**config.mk**
```make
export PLATFORM = sky130hd
export DESIGN_NAME = irq_edge_bank
export DESIGN_NICKNAME = d
export VERILOG_FILES = /design/src/rtl/irqbank_pkg.sv /design/src/rtl/irqbank_edge.sv /design/src/rtl/irqbank_port.sv /design/src/rtl/irq_edge_bank.sv
export SDC_FILE = /design/constraint.sdc
export NUM_CORES = 1
export LEC_CHECK = 0
export BUFFER_PORTS_ARGS = -buffer_cell sky130_fd_sc_hd__buf_2
export CORE_MARGIN = 1.5
export CORE_UTILIZATION = 57
export CTS_BUF_LIST = sky130_fd_sc_hd__clkbuf_8
export CTS_CLUSTER_SIZE = 12
export DETAILED_ROUTE_END_ITERATION = 7
export GPL_ROUTABILITY_DRIVEN = 0
export GPL_TIMING_DRIVEN = 1
export HOLD_SLACK_MARGIN = 0.12
export PLACE_DENSITY = 0.88
export SLEW_MARGIN = 25
export SYNTH_ARGS = -nofsm -noshare
export SYNTH_HDL_FRONTEND = slang
export SYNTH_SLANG_ARGS = --single-unit
```
**constraint.sdc**
```tcl
create_clock -name clk -period 1.65 [get_ports clk]
set_input_delay 0.165 -clock clk [delete_from_list [all_inputs] [get_ports clk]]
set_output_delay 0.165 -clock clk [all_outputs]
set_load 0.05 [all_outputs]
```
**src/rtl/irqbank_pkg.sv**
```systemverilog
package irqbank_pkg;
    localparam int unsigned ADDR_W = 6;

    localparam logic [ADDR_W-1:0] ADDR_CTRL = 6'h00;
    localparam logic [2:0]        PAGE_EDGE = 3'b001;   // 0x08..0x0F
    localparam logic [3:0]        QUAD_STAT = 4'h4;     // + 2*port
    localparam logic [3:0]        QUAD_MASK = 4'h5;     // + 2*port
    localparam logic [3:0]        QUAD_TEST = 4'h8;     // + port

    typedef struct packed {
        logic pend_dis;   // bit 1
        logic cor;        // bit 0
    } ctrl_t;
endpackage

```
**src/rtl/irqbank_edge.sv**
```systemverilog
module irqbank_edge #(
    parameter int unsigned NSRC = 12
) (
    input  logic              clk,
    input  logic              rst_n,
    input  logic [NSRC-1:0]   src_in,
    input  logic [2*NSRC-1:0] edge_cfg,
    output logic [NSRC-1:0]   hit
);
    typedef struct packed {
        logic [NSRC-1:0] meta;
        logic [NSRC-1:0] sync;
        logic [NSRC-1:0] prev;
    } sync_st_t;

    sync_st_t st_d, st_q;
    logic [NSRC-1:0] rise_en, fall_en;

    for (genvar i = 0; i < NSRC; i++) begin : g_cfg
        assign rise_en[i] = edge_cfg[2*i+1];
        assign fall_en[i] = edge_cfg[2*i];
    end

    always_comb begin
        st_d      = st_q;
        st_d.meta = src_in;
        st_d.sync = st_q.meta;
        st_d.prev = st_q.sync;
        hit       = (st_q.sync & ~st_q.prev & rise_en) |
                    (~st_q.sync & st_q.prev & fall_en);
    end

    always_ff @(posedge clk or negedge rst_n) begin
        if (!rst_n) st_q <= '0;
        else        st_q <= st_d;
    end
endmodule

```
**src/rtl/irqbank_port.sv**
```systemverilog
module irqbank_port #(
    parameter int unsigned NSRC = 12
) (
    input  logic            clk,
    input  logic            rst_n,
    input  logic [NSRC-1:0] hit,
    input  logic            sel_stat,
    input  logic            sel_mask,
    input  logic            sel_test,
    input  logic            reg_rd,
    input  logic            reg_wr,
    input  logic [1:0]      byte_idx,
    input  logic [7:0]      wdata,
    input  logic            cor,
    input  logic            pend_dis,
    output logic [NSRC-1:0] stat,
    output logic [NSRC-1:0] mask,
    output logic            irq_n
);
    typedef struct packed {
        logic [NSRC-1:0] stat;
        logic [NSRC-1:0] mask;
        logic [NSRC-1:0] pend;
    } port_st_t;

    port_st_t st_d, st_q;
    logic [NSRC-1:0] lane, wbits, clr, set;

    always_comb begin
        st_d  = st_q;
        lane  = NSRC'(32'h0000_00FF << {byte_idx, 3'b000});
        wbits = NSRC'({24'd0, wdata} << {byte_idx, 3'b000});

        clr = '0;
        if (sel_stat) begin
            if (cor) clr = reg_rd ? lane : '0;
            else     clr = reg_wr ? (lane & wbits) : '0;
        end
        set = hit | ((sel_test && reg_wr) ? (lane & wbits) : '0);

        // an event wins over a clear; a held event re-raises a cleared bit
        st_d.stat = set | (st_q.stat & ~clr) | (clr & st_q.pend);
        st_d.pend = (st_q.pend & (~clr | set)) |
                    (~st_q.pend & set & st_q.stat & ~clr);
        if (pend_dis) st_d.pend = '0;

        if (sel_mask && reg_wr)
            st_d.mask = (st_q.mask & ~lane) | (wbits & lane);
    end

    always_ff @(posedge clk or negedge rst_n) begin
        if (!rst_n) begin
            st_q.stat <= '0;
            st_q.mask <= '1;
            st_q.pend <= '0;
        end else begin
            st_q <= st_d;
        end
    end

    assign stat  = st_q.stat;
    assign mask  = st_q.mask;
    assign irq_n = ~|(st_q.stat & ~st_q.mask);
endmodule

```
**src/rtl/irq_edge_bank.sv**
```systemverilog
module irq_edge_bank
    import irqbank_pkg::*;
#(
    parameter int unsigned NSRC = 12
) (
    input  logic              clk,
    input  logic              rst_n,
    input  logic [NSRC-1:0]   src_in,
    input  logic              reg_wr,
    input  logic              reg_rd,
    input  logic [ADDR_W-1:0] reg_addr,
    input  logic [7:0]        reg_wdata,
    output logic [7:0]        reg_rdata,
    output logic [1:0]        irq_n
);
    localparam int unsigned STAT_BYTES = (NSRC + 7) / 8;
    localparam int unsigned EDGE_BYTES = (2 * NSRC + 7) / 8;

    typedef struct packed {
        ctrl_t             ctrl;
        logic [2*NSRC-1:0] edr;
    } top_st_t;

    top_st_t st_d, st_q;

    logic [NSRC-1:0]   hit;
    logic [2*NSRC-1:0] stat_all, mask_all;
    logic [2*NSRC-1:0] edr_w;
    logic              cor_w, pdis_w;

    assign edr_w  = st_q.edr;
    assign cor_w  = st_q.ctrl.cor;
    assign pdis_w = st_q.ctrl.pend_dis;

    irqbank_edge #(.NSRC(NSRC)) u_edge (
        .clk      (clk),
        .rst_n    (rst_n),
        .src_in   (src_in),
        .edge_cfg (st_q.edr),
        .hit      (hit)
    );

    for (genvar p = 0; p < 2; p++) begin : g_port
        logic sel_stat, sel_mask, sel_test;
        assign sel_stat = reg_addr[5:2] == 4'(QUAD_STAT + 2 * p);
        assign sel_mask = reg_addr[5:2] == 4'(QUAD_MASK + 2 * p);
        assign sel_test = reg_addr[5:2] == 4'(QUAD_TEST + p);

        irqbank_port #(.NSRC(NSRC)) u_port (
            .clk      (clk),
            .rst_n    (rst_n),
            .hit      (hit),
            .sel_stat (sel_stat),
            .sel_mask (sel_mask),
            .sel_test (sel_test),
            .reg_rd   (reg_rd),
            .reg_wr   (reg_wr),
            .byte_idx (reg_addr[1:0]),
            .wdata    (reg_wdata),
            .cor      (st_q.ctrl.cor),
            .pend_dis (st_q.ctrl.pend_dis),
            .stat     (stat_all[p*NSRC +: NSRC]),
            .mask     (mask_all[p*NSRC +: NSRC]),
            .irq_n    (irq_n[p])
        );
    end

    // control and shared edge codes
    always_comb begin
        logic [2*NSRC-1:0] elane, ebits;
        st_d  = st_q;
        elane = (2*NSRC)'(64'hFF << {reg_addr[2:0], 3'b000});
        ebits = (2*NSRC)'({56'd0, reg_wdata} << {reg_addr[2:0], 3'b000});
        if (reg_wr) begin
            if (reg_addr == ADDR_CTRL) begin
                st_d.ctrl.cor      = reg_wdata[0];
                st_d.ctrl.pend_dis = reg_wdata[1];
            end
            if (reg_addr[5:3] == PAGE_EDGE)
                st_d.edr = (st_q.edr & ~elane) | (ebits & elane);
        end
    end

    always_ff @(posedge clk or negedge rst_n) begin
        if (!rst_n) st_q <= '0;
        else        st_q <= st_d;
    end

    // read path
    always_comb begin
        logic [63:0] edr_pad;
        logic [31:0] stat_pad [2];
        logic [31:0] mask_pad [2];
        edr_pad     = 64'(st_q.edr);
        stat_pad[0] = 32'(stat_all[NSRC-1:0]);
        stat_pad[1] = 32'(stat_all[2*NSRC-1:NSRC]);
        mask_pad[0] = 32'(mask_all[NSRC-1:0]);
        mask_pad[1] = 32'(mask_all[2*NSRC-1:NSRC]);
        reg_rdata   = 8'h00;
        if (reg_addr == ADDR_CTRL) begin
            reg_rdata = {6'd0, st_q.ctrl.pend_dis, st_q.ctrl.cor};
        end else if (reg_addr[5:3] == PAGE_EDGE) begin
            if (32'(reg_addr[2:0]) < EDGE_BYTES)
                reg_rdata = edr_pad[{reg_addr[2:0], 3'b000} +: 8];
        end else if (32'(reg_addr[1:0]) < STAT_BYTES) begin
            unique case (reg_addr[5:2])
                4'h4:    reg_rdata = stat_pad[0][{reg_addr[1:0], 3'b000} +: 8];
                4'h5:    reg_rdata = mask_pad[0][{reg_addr[1:0], 3'b000} +: 8];
                4'h6:    reg_rdata = stat_pad[1][{reg_addr[1:0], 3'b000} +: 8];
                4'h7:    reg_rdata = mask_pad[1][{reg_addr[1:0], 3'b000} +: 8];
                default: reg_rdata = 8'h00;
            endcase
        end
    end
endmodule

```
==> reports/metrics.yaml <==
timing:
  worst_slack_setup_final_ps: -405
  timing.final.crit_period_ps: 2060
  final_clock_period_utilization_by_the_worst_path_pct: 125
  slew-limit-headroom_pct: 58.4
  timing.final.hold_violations: 0
  fin_hold_ws_ps: 162
  fmaxAchievable_mhz: 487
  worst_slew_pin_slew_ps: 622
  report.final.setup_viol: 16
  drv_slew: 0
  fin_tns_setup_ps: -3070
  rsz0062_at_grt: "yes"
  clock-skew-final_ps: 20.1
detailed_routing:
  drt_iter0_drc: 845
  dr_total_vias: 6231
  wl_um: 22000
  drcViolationCount: 0
  antenna_violating_nets_post_route: 0
  vias_per_cell: 7.00
  detailed_routing_iterations_pass_1: 8
  drt-wirelength-per-cell_um: 24.7
critical_path:
  cp_data_arrival_time_ps: 1890
  slowest_cell_on_crit_path: "sky130_fd_sc_hd__mux4_2"
  critical-path-max-stage-delay_ps: 580
  crit_family: "multiplexers"
  timing.critical_path.required_ps: 1480
  setup.worst_path.end_class: "primary output"
  path_cells: "mux4_2 > nand2_2 > o21ai_2 > buf_6"
  timing.setup.critical_path_class: "reg -> out"
  cp.buffers_inverters: 1
  worst_setup_path_start_kind: "flop"
  critical_path_peak_fanout: 3
finish:
  num_antenna_cells: 0
  area_growth_syn_to_layout_pct: 28.8
  finalNetCount: 766
  final_layout_size_suffix_gt1_share_pct: 40.2
synthesis:
  synth.distinct_cells: 56
  post_synth_design_cell_area_sq_mm: 0.00659
  yosys_warnings: 0
  synthesis.nets: 624
  synth-edff-count: 0
  ys_async_sr_fraction_pct: 100
  syn-mean-instance-area_sq_um: 11.1
  seq_cells_post_synth: 134
  ys_seq_area_share_pct: 51.3
  ys.flop_type: "sky130_fd_sc_hd__dfrtp_1"
  synthesis.instances: 594
power:
  irDropWorstVdd_v: 0.00119
  power_per_cell_area_mw_per_mm2: 1100
  power.clock.fraction_pct: 30.1
  power.share.sequential_pct: 47.4
  power_report.internal_total_mw: 6.45
  p_leak_nw: 3.59
  power_switching_share_pct: 30.9
  net_switching_power_of_the_design_mw: 2.88
  p_comb_share_pct: 22.5
clocking:
  depth_of_the_cts_h_tree: 4
  clock_insertion_delay_worst_skew_ps: 470
  clock_sinks: 134
  ctsRootBufferMaster: "sky130_fd_sc_hd__clkbuf_8"
  number_of_clock_buffers_inserted_by_tritoncts: 17
  cts_buffer_depth: 2
  cts.reportedPaths.clkPinSlew_ps: 80
  cts_tree: "built"
die:
  core_area_sq_mm: 0.0113
  die_x_um: 111
  start_util_pct: 58.2
  num_rows: 39
  die-height_um: 111
  num_io_pins: 40
  die-area_sq_mm: 0.0122
job:
  max_cap_viol_count: 0
global_routing:
  number_of_global_route_vias_before_repair: 6053
  globalRouteMet2Util_pct: 53.6
  grtUsageMet1_pct: 41.3
  grt_usage_pct: 33.8
  grt_antenna_before_repair: 1
  busiest_layer: "met2"
  overflow: 0
  largest_net_degree_at_the_start_of_global_routing: 45
  grt_use_met3_pct: 10.4
  first_pass_grt_wire_length_um: 31800
place:
  post-dp-hpwl_um: 13600
  numPortBuffers: 39
min_path:
  worst_hold_path_type: "in -> reg"
run_status:
  violations: "negative setup slack"
  status: "complete, but fails checks"
==> through the flow <==
step / total power, mW / utilization (%) / worst slack, ps / instances / area, sq um
4_1_cts: 9.04 / 73.4 / -329 / 883 / 8310
6_report: 9.33 / 75.0 / -405 / 890 / 8490
3_5_place_dp: 6.08 / 66.6 / -157 / 827 / 7540
2_1_floorplan: 5.36 / - / -86.2 / 594 / 6670
5_1_grt: 9.65 / 75.0 / -434 / 890 / 8490
3_3_place_gp: 5.92 / 66.6 / -88.8 / 827 / 7540
==> layout by cell type (no fill, tap or decap), types with 5 or more instances in the layout <==
master and n:
sky130_fd_sc_hd__a211o_1 10, sky130_fd_sc_hd__a21oi_1 27, sky130_fd_sc_hd__a21oi_2 7, sky130_fd_sc_hd__and3_1 5, sky130_fd_sc_hd__buf_2 29, sky130_fd_sc_hd__buf_4 85
sky130_fd_sc_hd__buf_6 17, sky130_fd_sc_hd__clkbuf_8 20, sky130_fd_sc_hd__dfrtp_1 109, sky130_fd_sc_hd__dfstp_2 24, sky130_fd_sc_hd__dlygate4sd3_1 20, sky130_fd_sc_hd__inv_1 34
sky130_fd_sc_hd__inv_2 5, sky130_fd_sc_hd__mux2_2 48, sky130_fd_sc_hd__mux2i_1 12, sky130_fd_sc_hd__nand2_1 18, sky130_fd_sc_hd__nand2_2 7, sky130_fd_sc_hd__nand2b_1 12
sky130_fd_sc_hd__nand3b_1 23, sky130_fd_sc_hd__nor2_1 34, sky130_fd_sc_hd__o211ai_1 24, sky130_fd_sc_hd__o21a_1 10, sky130_fd_sc_hd__o21ai_0 9, sky130_fd_sc_hd__o21ai_1 14
sky130_fd_sc_hd__o21ai_2 5, sky130_fd_sc_hd__o221ai_1 5, sky130_fd_sc_hd__o22ai_1 6, sky130_fd_sc_hd__o311ai_1 14, sky130_fd_sc_hd__o31ai_1 11, sky130_fd_sc_hd__o32ai_1 10
==> repair_timing <==
action,CTS,global route
pin swaps,16,8
buffers inserted,6,4
cloned,0,3
hold buffers,20,0
endpoints found under the setup margin,11,38
gates resized for setup,39,41
hold endpoints to repair,158,0
==> cell families (layout without fill, tap and decap cells) <==
group                  Yosys count  count (layout)  synth area share [%]
AO/OA/AOI/OAI                  180             180                  19.1
AND/OR/NAND/NOR                140             140                  12.8
flip-flops                     134             134                  51.3
buffers and inverters           73             226                  4.90
multiplexers                    67              67                  11.9
==> power groups by stage <==
stage | sequential [mW] | clock (mW) | combinational [mW]
CTS | 4.35 | 2.84 | 1.84
global placement | 4.35 | 0 | 1.57
detailed placement | 4.41 | 0 | 1.67
global route | 4.46 | 2.99 | 2.20
finish | 4.43 | 2.81 | 2.10
floorplan | 4.23 | 0 | 1.13
==> layout make-up <==
class	instances	area, sq um
clock buffers	20	275
clock inverters	10	131
fillers	623	2830
inverters	38	145
multi-input cells	387	3090
flip-flops and latches	134	3380
well taps	143	179
repair buffers	158	1280
==> final timing paths <==
check,startpoint,to,slack [ps],cells after the start
max,g_port[1].u_port.stat[5],reg_rdata[5],-410,4
max reg2reg,cor_w,g_port[0].u_port.st_q[7],-90,5
min in group asynchronous,rst_n,g_port[1].u_port.st_q[4],250,3
max in group asynchronous,rst_n,u_edge.st_d[8],370,3
min reg2reg,u_edge.st_d[21],u_edge.st_d[9],350,0
min,reg_wdata[5],flop,160,2
==> cells in the mapped netlist, types with 2 or more instances <==
cell type / count / area [sq um]
sky130_fd_sc_hd__dfrtp_1: 110 / 2750
sky130_fd_sc_hd__mux2_2: 48 / 541
sky130_fd_sc_hd__inv_1: 38 / 143
sky130_fd_sc_hd__a21oi_1: 37 / 185
sky130_fd_sc_hd__nor2_1: 35 / 131
sky130_fd_sc_hd__dfstp_2: 24 / 631
sky130_fd_sc_hd__o211ai_1: 24 / 180
sky130_fd_sc_hd__nand2_1: 23 / 86.3
sky130_fd_sc_hd__nand3b_1: 23 / 173
sky130_fd_sc_hd__o21ai_0: 16 / 80.1
sky130_fd_sc_hd__buf_2: 15 / 75.1
sky130_fd_sc_hd__o311ai_1: 14 / 123
sky130_fd_sc_hd__clkbuf_1: 13 / 48.8
sky130_fd_sc_hd__mux2i_1: 13 / 130
sky130_fd_sc_hd__nand2b_1: 13 / 81.3
sky130_fd_sc_hd__o21ai_1: 12 / 60.1
sky130_fd_sc_hd__o31ai_1: 11 / 82.6
sky130_fd_sc_hd__a211o_1: 10 / 87.6
sky130_fd_sc_hd__o21a_1: 10 / 75.1
sky130_fd_sc_hd__o32ai_1: 10 / 87.6
sky130_fd_sc_hd__o221ai_1: 7 / 61.3
sky130_fd_sc_hd__o22ai_1: 7 / 43.8
sky130_fd_sc_hd__and3_1: 6 / 37.5
sky130_fd_sc_hd__a221oi_1: 5 / 43.8
sky130_fd_sc_hd__nor4_1: 5 / 31.3
sky130_fd_sc_hd__a2111oi_0: 4 / 35.0
sky130_fd_sc_hd__buf_4: 4 / 30.0
sky130_fd_sc_hd__mux4_2: 4 / 90.1
sky130_fd_sc_hd__nand3_1: 4 / 20.0
sky130_fd_sc_hd__nand4b_1: 4 / 35.0
sky130_fd_sc_hd__nor3b_1: 4 / 30.0
sky130_fd_sc_hd__o2111ai_1: 4 / 35.0
sky130_fd_sc_hd__o41ai_1: 4 / 35.0
sky130_fd_sc_hd__nor2b_1: 3 / 18.8
sky130_fd_sc_hd__a22oi_1: 2 / 15.0
sky130_fd_sc_hd__and2_1: 2 / 12.5
sky130_fd_sc_hd__buf_6: 2 / 22.5
sky130_fd_sc_hd__mux2_1: 2 / 22.5
sky130_fd_sc_hd__nand2_2: 2 / 12.5
sky130_fd_sc_hd__nor2_2: 2 / 12.5
sky130_fd_sc_hd__o211a_1: 2 / 20.0
sky130_fd_sc_hd__or2_2: 2 / 12.5
==> per-layer routing <==
layer	routed length [um]	vias up	part of all wire, %
li1	-	2519	-
met1	7520	2971	34
met2	10100	546	46
met3	2560	195	12
met4	1800	0	8.2
met5	0	-	0
No activity file was read; power rests on OpenSTA's default activity.
